**src/rtl/xfc_pkg.sv**
```systemverilog
package xfc_pkg;
  localparam int AW      = 32;
  localparam int FLAG_W  = 9;
  localparam int CODE_W  = 4;
  localparam int PAGE_LO = 10;

  localparam int FB_DIRTY = 2;
  localparam int FB_WRITE = 5;
  localparam int FB_USER  = 6;

  localparam logic [AW-1:0] EXT_MASK = 32'h1FFF_FFFF;
  localparam int            SQ_PFX_W = 6;
  localparam logic [SQ_PFX_W-1:0] SQ_PFX = 6'b111000;

  typedef enum logic [1:0] {
    RG_RAW  = 2'd0,
    RG_MASK = 2'd1,
    RG_XLAT = 2'd2,
    RG_AERR = 2'd3
  } region_e;

  typedef enum logic [CODE_W-1:0] {
    FC_NONE    = 4'd0,
    FC_AERR_RD = 4'd1,
    FC_AERR_WR = 4'd2,
    FC_MISS_RD = 4'd3,
    FC_MISS_WR = 4'd4,
    FC_MULTI   = 4'd5,
    FC_PROT_RD = 4'd6,
    FC_PROT_WR = 4'd7,
    FC_INIT_WR = 4'd8
  } fault_e;
endpackage

```
**src/rtl/xfc_classify.sv**
```systemverilog
module xfc_classify
  import xfc_pkg::*;
(
  input  region_e           kind,
  input  logic              is_write,
  input  logic              priv,
  input  logic              hit,
  input  logic              multi,
  input  logic [FLAG_W-1:0] flags,
  output fault_e            code
);
  logic f_user, f_wr, f_dirty, wr_denied, rd_denied;
  logic unused_flags;

  assign f_user  = flags[FB_USER];
  assign f_wr    = flags[FB_WRITE];
  assign f_dirty = flags[FB_DIRTY];
  assign unused_flags = ^{flags[FLAG_W-1:FB_USER+1], flags[FB_WRITE-1:FB_DIRTY+1],
                          flags[FB_DIRTY-1:0]};

  assign wr_denied = priv ? !f_wr : !(f_wr && f_user);
  assign rd_denied = !priv && !f_user;

  always_comb begin
    code = FC_NONE;
    unique case (kind)
      RG_AERR: code = is_write ? FC_AERR_WR : FC_AERR_RD;
      RG_XLAT: begin
        if (multi)             code = FC_MULTI;
        else if (!hit)         code = is_write ? FC_MISS_WR : FC_MISS_RD;
        else if (is_write) begin
          if (wr_denied)       code = FC_PROT_WR;
          else if (!f_dirty)   code = FC_INIT_WR;
        end else if (rd_denied) code = FC_PROT_RD;
      end
      default: code = FC_NONE;
    endcase
  end
endmodule

```
**config.mk**
```make
export PLATFORM = sky130hd
export DESIGN_NAME = xfc_classify
export DESIGN_NICKNAME = d
export VERILOG_FILES = /design/src/rtl/xfc_pkg.sv /design/src/rtl/xfc_classify.sv
export SDC_FILE = /design/constraint.sdc
export NUM_CORES = 1
export LEC_CHECK = 0
export ABC_AREA = 1
export ABC_CLOCK_PERIOD_IN_PS = 1300
export CAP_MARGIN = 15
export CORE_AREA = 2 2 39 41
export DETAILED_ROUTE_END_ITERATION = 8
export DIE_AREA = 0 0 41 43
export PLACE_DENSITY_LB_ADDON = 0.05
export SLEW_MARGIN = 20
export SYNTH_ARGS = -nofsm -noshare
export SYNTH_HDL_FRONTEND = slang
export SYNTH_SLANG_ARGS = --single-unit
```
**constraint.sdc**
```tcl
create_clock -name vclk -period 1.3
set_input_delay 0.26 -clock vclk [all_inputs]
set_output_delay 0.26 -clock vclk [all_outputs]
set_load 0.03 [all_outputs]
```
Word-level counts from Yosys, hierarchy flattened. Cells that the tools add are included.

$mul: 0. Reductions and logical operators: 6. Multiplexer cells: 10. Add/subtract/negate cells: 0. Bitwise logic cells: 0. Divide/modulo/power cells: 0. Equal/unequal tests: 2. Shifts and indexed selects: 0. $lt $le $gt $ge: 0.

Operator list (number): 2-to-1 mux 4 bit (5); one-hot mux 4 bit (2 select lines) (1); 2-to-1 mux 3 bit (2); equality test 2 bit (second input constant) (2); zero test 1 bit (4); logical AND 1 bit (2); 2-to-1 mux 2 bit (1); 2-to-1 mux 1 bit (1).

Bits in writable memories: 0. Register bits: 0. ROM bits: 0. Memories: 0. Input port bits: 15. Output and inout port bits: 4. Latch bits: 0.

Depth between registers and ports, before layout. Gate-level depths: netlist of run 1.

Word-level depth: 8. Gate-level depth with buffers: 5. Depth with buffers taken out: 5.

Worst setup path after synthesis of run 1. OpenSTA, ideal clock, no wires.

Path kind: input-to-output. Start: input flags[6]. End: output code[0]. Stages: 5. Arrival time: 0.999 ns. Setup slack: 0.041 ns. Cells stage by stage: inv_1 -> nand2_1 -> nand2_1 -> nand2_1 -> a21oi_1.

Cells in the longest elaborated chain, start to end: 8.

Ends and longest elaborated chain: start, declared (RTL line xfc_classify.sv:9) `input logic [FLAG_W-1:0] flags,`; logical AND 1 bit (RTL line xfc_classify.sv:21) `assign wr_denied = priv ? !f_wr : !(f_wr && f_user);`; zero test 1 bit (RTL line xfc_classify.sv:21); 2-to-1 mux 1 bit (RTL line xfc_classify.sv:21); 2-to-1 mux 4 bit (RTL line xfc_classify.sv:32) `if (wr_denied) code = FC_PROT_WR;`; 2-to-1 mux 4 bit (RTL line xfc_classify.sv:31) `else if (is_write) begin`; 2-to-1 mux 4 bit (RTL line xfc_classify.sv:30) `else if (!hit) code = is_write ? FC_MISS_WR : FC_MISS_RD;`; 2-to-1 mux 4 bit (RTL line xfc_classify.sv:29) `if (multi) code = FC_MULTI;`; one-hot mux 4 bit (2 select lines) (RTL line xfc_classify.sv:26) `unique case (kind)`; end, declared (RTL line xfc_classify.sv:10) `output fault_e code`.

No other way between the ends.

Worst setup path after layout of run 1.
Start: input kind[0]. End: output code[3].

Cells in the longest elaborated chain, start to end: 2. Elaborated cells between the ends (all ways): 3.

Ends and longest elaborated chain: start, declared (RTL line xfc_classify.sv:4) `input region_e kind,`; equality test 2 bit (RTL line xfc_classify.sv:26); one-hot mux 4 bit (2 select lines) (*) (RTL line xfc_classify.sv:26).

Mark *: on every way between the ends. The rest lies on a longest branch, timed or not.

==> results of run 1 <==
[timing repair]
item                                   4_1_cts  5_1_grt
buffers inserted                             1        0
resized for setup                           19       12
endpoints found under the hold margin        0        0
pin swaps                                    8        5
setup endpoints to repair                    4        4
[routing by layer]
layer	share of wire	global-route usage	vias to the layer above	wire, um
met1	0.38	0.0696	95	176
met2	0.51	0.0906	9	237
met5	0	0	-	0
met4	0	0	0	0
li1	-	-	123	-
met3	0.10	0.00524	0	48
[cells by family after synthesis]
group / share of synthesized area
buf+inv: 0.214
simple gates: 0.616
compound gates: 0.170
[Yosys cell counts (all sizes together)]
cell    count
inv         7
nand3       3
a21oi       3
nor2        1
nand2      12
nor3        1
clkinv      1
o21ai       1
[layout make-up]
| type | instances | area, um2 | share of cell area |
|---|---|---|---|
| Inverter | 8 | 30.0 | 0.0972 |
| Multi-Input combinational cell | 21 | 128 | 0.413 |
| Tap cell | 16 | 20.0 | 0.0648 |
| Timing Repair Buffer | 18 | 131 | 0.425 |
[power groups by stage]
stage | Combinational [uW] | Clock [uW] | Sequential (uW)
global route | 105 | 0 | 0
CTS | 94.8 | 0 | 0
floorplan | 41.3 | 0 | 0
detailed placement | 96.3 | 0 | 0
global placement | 96.8 | 0 | 0
finish | 94.7 | 0 | 0
[final timing paths]
| check | endpoint | slack, ns | cells past startpoint | from |
|---|---|---|---|---|
| worst max-delay path | code[3] | 0.07 | 7 | kind[0] |
| worst min-delay path | code[2] | 0.88 | 4 | multi |
[metrics by stage]
| stage | TNS (ns) | instances |
|---|---|---|
| 4_1_cts | 0 | 63 |
| 5_1_grt | -0.0138 | 63 |
| 3_5_place_dp | -0.996 | 62 |
| 6_report | 0 | 63 |
| 3_3_place_gp | -1.00 | 62 |
| 2_1_floorplan | 0 | 29 |
==> results.md, run 1 <==
- IR drop worst, VDD: 0.0000804 V
- Clock power frac: 0
- Worst min-delay path category: in2out
- Layout area overhead: 121%
- Largest net degree at the start of global routing: 5
- P_int: 44.3 uW
- Most frequent cells in the layout: buf_4 (8), nand2_1 (7), inv_1 (5)
- Die Span X: 41 um
- # DRC: 0
- Hold_ws: 0.875 ns
- Remaining global-route overflow: 0
- Startpoint Class: input port
- # IOs: 19
- Seq_cells: 0
- Outcome: complete, no violations
- Pre-CTS setup slack: -0.267 ns
- Vias in the first global route: 193
- Via density: 3.60
- Filler Cell Count: 165
- Lkg Pwr: 0.000173 uW
- Gate power share: 1.000
- Pwr Density: 306 nW/um2
- Core box area: 1380 um2
- Cell Area, Placed: 310 um2
- Initial antenna violation count: 0
- CP cell instances: buf_2, inv_2, nand2_4, nor2_4, nand2_2, nor3_2, buf_4
- Starting DRT DRC Count: 1
- Initial core utilization: 0.101
- Tmin final: 1.23 ns
- Fin nets: 64
- Proportion of layout cells with a drive suffix above 1: 0.553
- Synth Cell Area: 140 um2
- Leading area contributor after synthesis: nand2_1
- FMAX: 811 MHz
- CP Data Required Time: 1.04 ns
- Setup ws final: 0.0668 ns
- Row cnt: 14
- Sw Pwr: 50.4 uW
- CP peak stage delay: 0.18 ns
- Tot Pwr: 94.7 uW
- Commonest non-fill, non-tap cell in the layout: buf_4
- Die footprint: 1760 um2
- CP bufs+invs: 3
- Mean post-synth cell area: 4.83 um2
- Syn Nets: 44
- Drt first pass iters: 2
- N_diodes: 0
- Register area: 0 um2
- Synth top area share: 0.268
- Tot GR Track Use: 0.0519
- Ys Warns: 0
- Reg power frac: 0
- Final Util: 0.223
- Crit path DAT: 0.97 ns
- Seq/Total Area, Yosys: 0
- Die Height: 43 um
- Fin crit share: 0.949
- GPL Wtd Cong: 0.716
- Vias: 227
- Detailed-route wire length: 462 um
- Design area: 309 um2
- Synth area leaders: nand2_1 (27%), inv_1 (16%), nand2_2 (8.9%)
- Crit end category: output pin
- Slew Limit Fails: 0
- Final setup violation count: 0
- Final Hold Viols: 0
- Top cell family by delay on the critical path: buffers and inverters
- Synth Instances: 29
- CP max FO: 2
- Sw frac: 0.532
- Wirelength per Cell: 7.33 um
- Number of max-cap violations: 0
- First-pass GRT wire length: 703 um
- Routed Antenna Nets: 0
- CTS Hold Buffers Added: 0
- DP Wirelength: 396 um
- Yosys cell types: 12
- Clkbuf count: 0
- Worst slew margin: 0.899
- WS Path Type: in2out
- Port Buf Inserts: 13
- Critical-path top delay cell: buf_4
- Worst-margin pin slew: 0.150 ns
(Power assumes the default switching activity.)
==> inputs of run 2 (changes only) <==
GPL_TIMING_DRIVEN = 0   (was unset)
==> run 2 against run 1 <==
  * Global-route usage up 0.20 points
  * Core utilization decreased by 0.36 points
  * Routed wire length down 6.3%
  * Critical path depth is the same
  * Die area is the same
  * Non-clock buffer count is 4 lower
  * Largest cell class is now multi-input gates
==> results.md, run 2 (same netlist as run 1, synthesis figures left out) <==
- Area of the multi-input gates: 135 um2 (+5.9%)
- Startpoint Class: input port
- Port Buf Inserts: 13 (unchanged)
- Largest net degree at the start of global routing: 6 (+1)
- Met3 usage: 0 (-0.00524)
- Fin nets: 60 (-6.3%)
- GPL Wtd Cong: 0.663 (-7.4%)
- Worst slew margin: 0.862 (-0.0369)
- Critical-path top delay cell: buf_4
- Routed Antenna Nets: 0 (unchanged)
- CP cell instances: buf_2, inv_2, nand2_4, nor2_4, nand2_1, nor3_2, buf_4
- Routing usage on met1: 0.0759 (+0.00633)
- Detailed-route wire length: 433 um (-6.3%)
- Design area: 304 um2 (-1.6%)
- Worst-margin pin slew: 0.205 ns (+0.0548 ns)
- Final Hold Viols: 0 (unchanged)
- Initial core utilization: 0.101 (unchanged)
- Seq_cells: 0 (unchanged)
- Pwr Density: 302 nW/um2 (-1.4%)
- CP max FO: 2 (unchanged)
- Proportion of layout cells with a drive suffix above 1: 0.535 (-0.0183)
- Final setup violation count: 0 (unchanged)
- Outcome: complete, no violations
- Via density: 3.71 (+3.0%)
- Starting DRT DRC Count: 1 (unchanged)
- CP peak stage delay: 0.18 ns (about the same)
- RSZ-0062 raised after global routing: false
- Core box area: 1380 um2 (unchanged)
- Drt first pass iters: 3 (+1)
- Commonest non-fill, non-tap cell in the layout: nand2_1
- Die Span X: 41 um (unchanged)
- # IOs: 19 (unchanged)
- FMAX: 811 MHz (about the same)
- Setup ws final: 0.0671 ns (+0.000304 ns)
- N_diodes: 0 (unchanged)
- CTS Hold Buffers Added: 0 (unchanged)
- DP Wirelength: 366 um (-7.5%)
- Die footprint: 1760 um2 (unchanged)
- CP Data Required Time: 1.04 ns (about the same)
- Lkg Pwr: 0.000165 uW (-4.4%)
- First-pass GRT wire length: 724 um (+3.0%)
- Clkbuf count: 0 (unchanged)
- # DRC: 0 (unchanged)
- Initial antenna violation count: 0 (unchanged)
- Row cnt: 14 (unchanged)
- Register area: 0 um2 (unchanged)
- Crit path DAT: 0.97 ns (about the same)
- Slew Limit Fails: 0 (unchanged)
- Gr busiest metal: met2
- Cell Area, Placed: 290 um2 (-6.5%)
- Wirelength per Cell: 7.34 um (about the same)
- Remaining global-route overflow: 0 (unchanged)
- Met2 GRT Util: 0.0938 (+0.00313)
- Fin crit share: 0.948 (about the same)
- Most frequent cells in the layout: nand2_1 (7), inv_1 (5), nand2_2 (4)
- Crit end category: output pin
- Die Height: 43 um (unchanged)
- Vias in the first global route: 177 (-8.3%)
- Number of max-cap violations: 0 (unchanged)
- Hold_ws: 0.820 ns (-0.0556 ns)
- Vias: 219 (-3.5%)
- IR drop worst, VDD: 0.0000612 V (-24%)
- Filler Cell Count: 174 (+5.5%)
- WS Path Type: in2out
- Tot GR Track Use: 0.0539 (+0.00200)
- Pre-CTS setup slack: -0.820 ns (-0.553 ns)
- Layout area overhead: 117%
- Tmin final: 1.23 ns (-0.000304 ns)
- Worst min-delay path category: in2out
- Tot Pwr: 91.9 uW (-3.0%)
[run 2: changes by cell type in the layout (fill, tap and decap cells not counted), sizes merged]
cell / delta
dlymetal6s2s: +1
clkdlybuf4s15: +2
clkbuf: -2
clkdlybuf4s50: -1
buf: -4
[run 2: layer usage]
layer | up-vias | part of all wire
li1 | 115 | -
met5 | - | 0
met3 | 0 | 0.099
met1 | 95 | 0.40
met2 | 9 | 0.50
met4 | 0 | 0
[run 2: path summary, 6_finish.rpt]
check | start | endpoint | slack (ns) | cells past startpoint
max | kind[0] | code[3] | 0.07 | 7
min | flags[2] | code[3] | 0.82 | 3
[run 2: layout make-up]
class,instances,area share
timing repair buffer,14,0.391
tap,16,0.0658
multi-input combinational,21,0.444
inverter,8,0.0988
[run 2: what timing repair did]
item | 4_1_cts | 5_1_grt
endpoints found under the setup margin | 4 | 4
pin swaps | 6 | 6
setup buffers | 1 | 0
resized for setup | 50 | 8
[run 2: power by group]
part / total (uW) / leakage [uW] / switching (uW) / internal, uW
sequential: 0 / 0 / 0 / 0
clock: 0 / 0 / 0 / 0
combinational: 91.9 / 0.000165 / 51.0 / 40.9
total: 91.9 / 0.000165 / 51.0 / 40.9
[run 2: worst max-delay path: cells and delay by family]
kind          cells  cell delay (ns)
buf+inv           3             0.36
simple gates      4             0.35
[run 2: per-stage QoR]
stage	utilization	TNS (ns)	std cells
floorplan	-	0	29
global placement	0.210	-3.15	58
detailed placement	0.210	-3.17	58
CTS	0.220	0	59
global route	0.220	0	59
finish	0.220	0	59
==> inputs of run 3 (changes only) <==
ABC_AREA = unset   (was 1)
==> run 3 against run 2 <==
  * The flow now finishes with violations (negative setup slack)
  * Worst setup slack worse by 0.073 ns
  * Sequential share of layout area did not move
  * First-iteration DRC count up 100%
  * Design area down 4.1%
  * Synthesized cell count is 34% lower
  * Non-clock buffer count is the same
  * Critical endpoint is now code[2]
==> results.md, run 3 <==
- Outcome: complete, but fails checks
- Failing checks: negative setup slack
- Metal-1 WL: 248 um (+43%)
- Tmin final: 1.31 ns (+0.0734 ns)
- Yosys cell types: 15 (+3)
- Seq/Total Area, Yosys: 0 (unchanged)
- Largest net degree at the start of global routing: 7 (+1)
- Placed cells: 48 (-17%)
- Post-Layout Cell Count: 49 (-17%)
- Gate power share: 1.000 (about the same)
- Final Hold Viols: 0 (unchanged)
- Starting DRT DRC Count: 2 (+1)
- Final setup violation count: 1 (+1)
- GPL Wtd Cong: 0.643 (-3.0%)
- IR drop worst, VDD: 0.0000783 V (+28%)
- Crit end category: output pin
- Metal3 WL: 42 um (-2.3%)
- Cell Area, Placed: 274 um2 (-5.6%)
- Most frequent cells in the layout: buf_6 (6), buf_4 (4), a21oi_1 (2), buf_2 (2)
- Vias in the first global route: 162 (-8.5%)
- Sw frac: 0.468 (-0.0863)
- RSZ-0062 raised after global routing: true
- Clock power frac: 0 (unchanged)
- Final Util: 0.211 (-0.00904)
- Remaining global-route overflow: 0 (unchanged)
- Proportion of layout cells with a drive suffix above 1: 0.636 (+0.101)
- CP Data Required Time: 1.04 ns (about the same)
- Die Height: 43 um (unchanged)
- P_int: 50.0 uW (+22%)
- Synth top area share: 0.0889 (-0.179)
- Synth area leaders: a21oi_1 (8.9%), a221o_1 (8.9%), o21ai_0 (8.9%)
- Hold Crit Endpoint: code[0]
- Setup ws final: -0.00624 ns (-0.0734 ns)
- Commonest cells in the netlist: a21oi_1 (2), inv_1 (2), nand2_1 (2), o21ai_0 (2)
- Port Buf Inserts: 13 (unchanged)
- Crit path DAT: 1.05 ns (+0.08 ns)
- CTS Hold Buffers Added: 0 (unchanged)
- Startpoint Class: input port
- Initial core utilization: 0.0814 (-0.0199)
- Row cnt: 14 (unchanged)
- Detailed-route wire length: 530 um (+22%)
- Register area: 0 um2 (unchanged)
- Fin crit share: 1.00 (+0.0564)
- Core box area: 1380 um2 (unchanged)
- Hold Crit Depth: 3 (unchanged)
- Die footprint: 1760 um2 (unchanged)
- Seq_cells: 0 (unchanged)
- Lkg Pwr: 0.000126 uW (-24%)
- Number of max-cap violations: 0 (unchanged)
- Via density: 3.90 (+5.0%)
- N_diodes: 0 (unchanged)
- Synth Cell Area: 113 um2 (-20%)
- Slew Limit Fails: 0 (unchanged)
- FMAX: 766 MHz (-5.6%)
- Design area: 292 um2 (-4.1%)
- Pre-CTS setup slack: -1.00 ns (-0.182 ns)
- DP Wirelength: 409 um (+12%)
- Leading area contributor after synthesis: a21oi_1
- Commonest non-fill, non-tap cell in the layout: buf_6
- Hold_ws: 0.888 ns (+0.0679 ns)
- # DRC: 0 (unchanged)
- DR WL met2: 239 um (+11%)
- Tot GR Track Use: 0.0579 (+0.00400)
- Ys Warns: 0 (unchanged)
- Reg power frac: 0 (unchanged)
- Die Span X: 41 um (unchanged)
- # IOs: 19 (unchanged)
- Hold path startpoint: kind[1]
- Sw Pwr: 44.1 uW (-13%)
- CP max FO: 3 (+1)
- Synth Instances: 19 (-34%)
- Syn Nets: 34 (-23%)
- First-pass GRT wire length: 759 um (+4.8%)
- Filler Cell Count: 159 (-8.6%)
- Fin nets: 50 (-17%)
- WS Path Type: in2out
- Layout area overhead: 159%
- Worst-margin pin slew: 0.217 ns (+0.0124 ns)
- Wirelength per Cell: 10.8 um (+47%)
- Drt first pass iters: 2 (-1)
- Clkbuf count: 0 (unchanged)
- Initial antenna violation count: 0 (unchanged)
- Uppermost layer routed: met3
- Mean post-synth cell area: 5.93 um2 (+23%)
- Worst min-delay path category: in2out
- Pwr Density: 323 nW/um2 (+6.9%)
- Worst slew margin: 0.854 (-0.00803)
- Routed Antenna Nets: 0 (unchanged)
- Vias: 191 (-13%)
-- run 3: cell type report --
| class | instances | area (um2) | area share |
|---|---|---|---|
| repair buffers | 14 | 131 | 0.451 |
| multi-input cells | 17 | 133 | 0.455 |
| inverters | 2 | 7.51 | 0.0258 |
| well taps | 16 | 20.0 | 0.0687 |
-- run 3: power by group through the flow --
stage | clock [uW] | sequential (uW) | combinational, uW
after global routing | 0 | 0 | 101
after CTS | 0 | 0 | 80.2
after floorplan | 0 | 0 | 36.1
final | 0 | 0 | 94.1
after detailed placement | 0 | 0 | 87.1
after global placement | 0 | 0 | 88.5
-- run 3: worst max path at each step --
stage,cells past startpoint,slack (ns),startpoint,end
after floorplan,2,-0.07,multi,code[3]
after global placement,5,-1.02,priv,code[0]
after detailed placement,5,-1.00,priv,code[0]
after CTS,4,0.002,is_write,code[2]
after global routing,5,-0.05,hit,code[2]
final,5,-0.006,flags[5],code[2]
-- run 3: cells by family (layout without fill, tap and decap cells) --
family	after synthesis	count (layout)	share of synthesized area
compound gates	7	7	0.411
buf+inv	2	16	0.0667
simple gates	10	10	0.522
-- run 3: per-layer routing --
layer	GRT usage	vias to the layer above
met5	0	-
met4	0	0
met3	0	0
met2	0.0781	8
met1	0.104	82
li1	-	101
-- run 3: metrics by stage --
stage	power [uW]	TNS, ns
floorplan	36.1	-0.0689
global placement	88.5	-3.90
detailed placement	87.1	-3.89
CTS	80.2	0
global route	101	-0.0624
finish	94.1	-0.00624
-- run 3: critical path, cell delays in order --
cell and delay, ns:
buf_6 0.08, nand2_2 0.04, a221o_1 0.35, and3_4 0.18, buf_6 0.13
-- run 3: what timing repair did --
action | in CTS | in global routing
pin swaps | 6 | 3
setup buffers | 0 | 1
gates resized for setup | 66 | 10
gates cloned | 0 | 0
endpoints found under the setup margin | 4 | 3
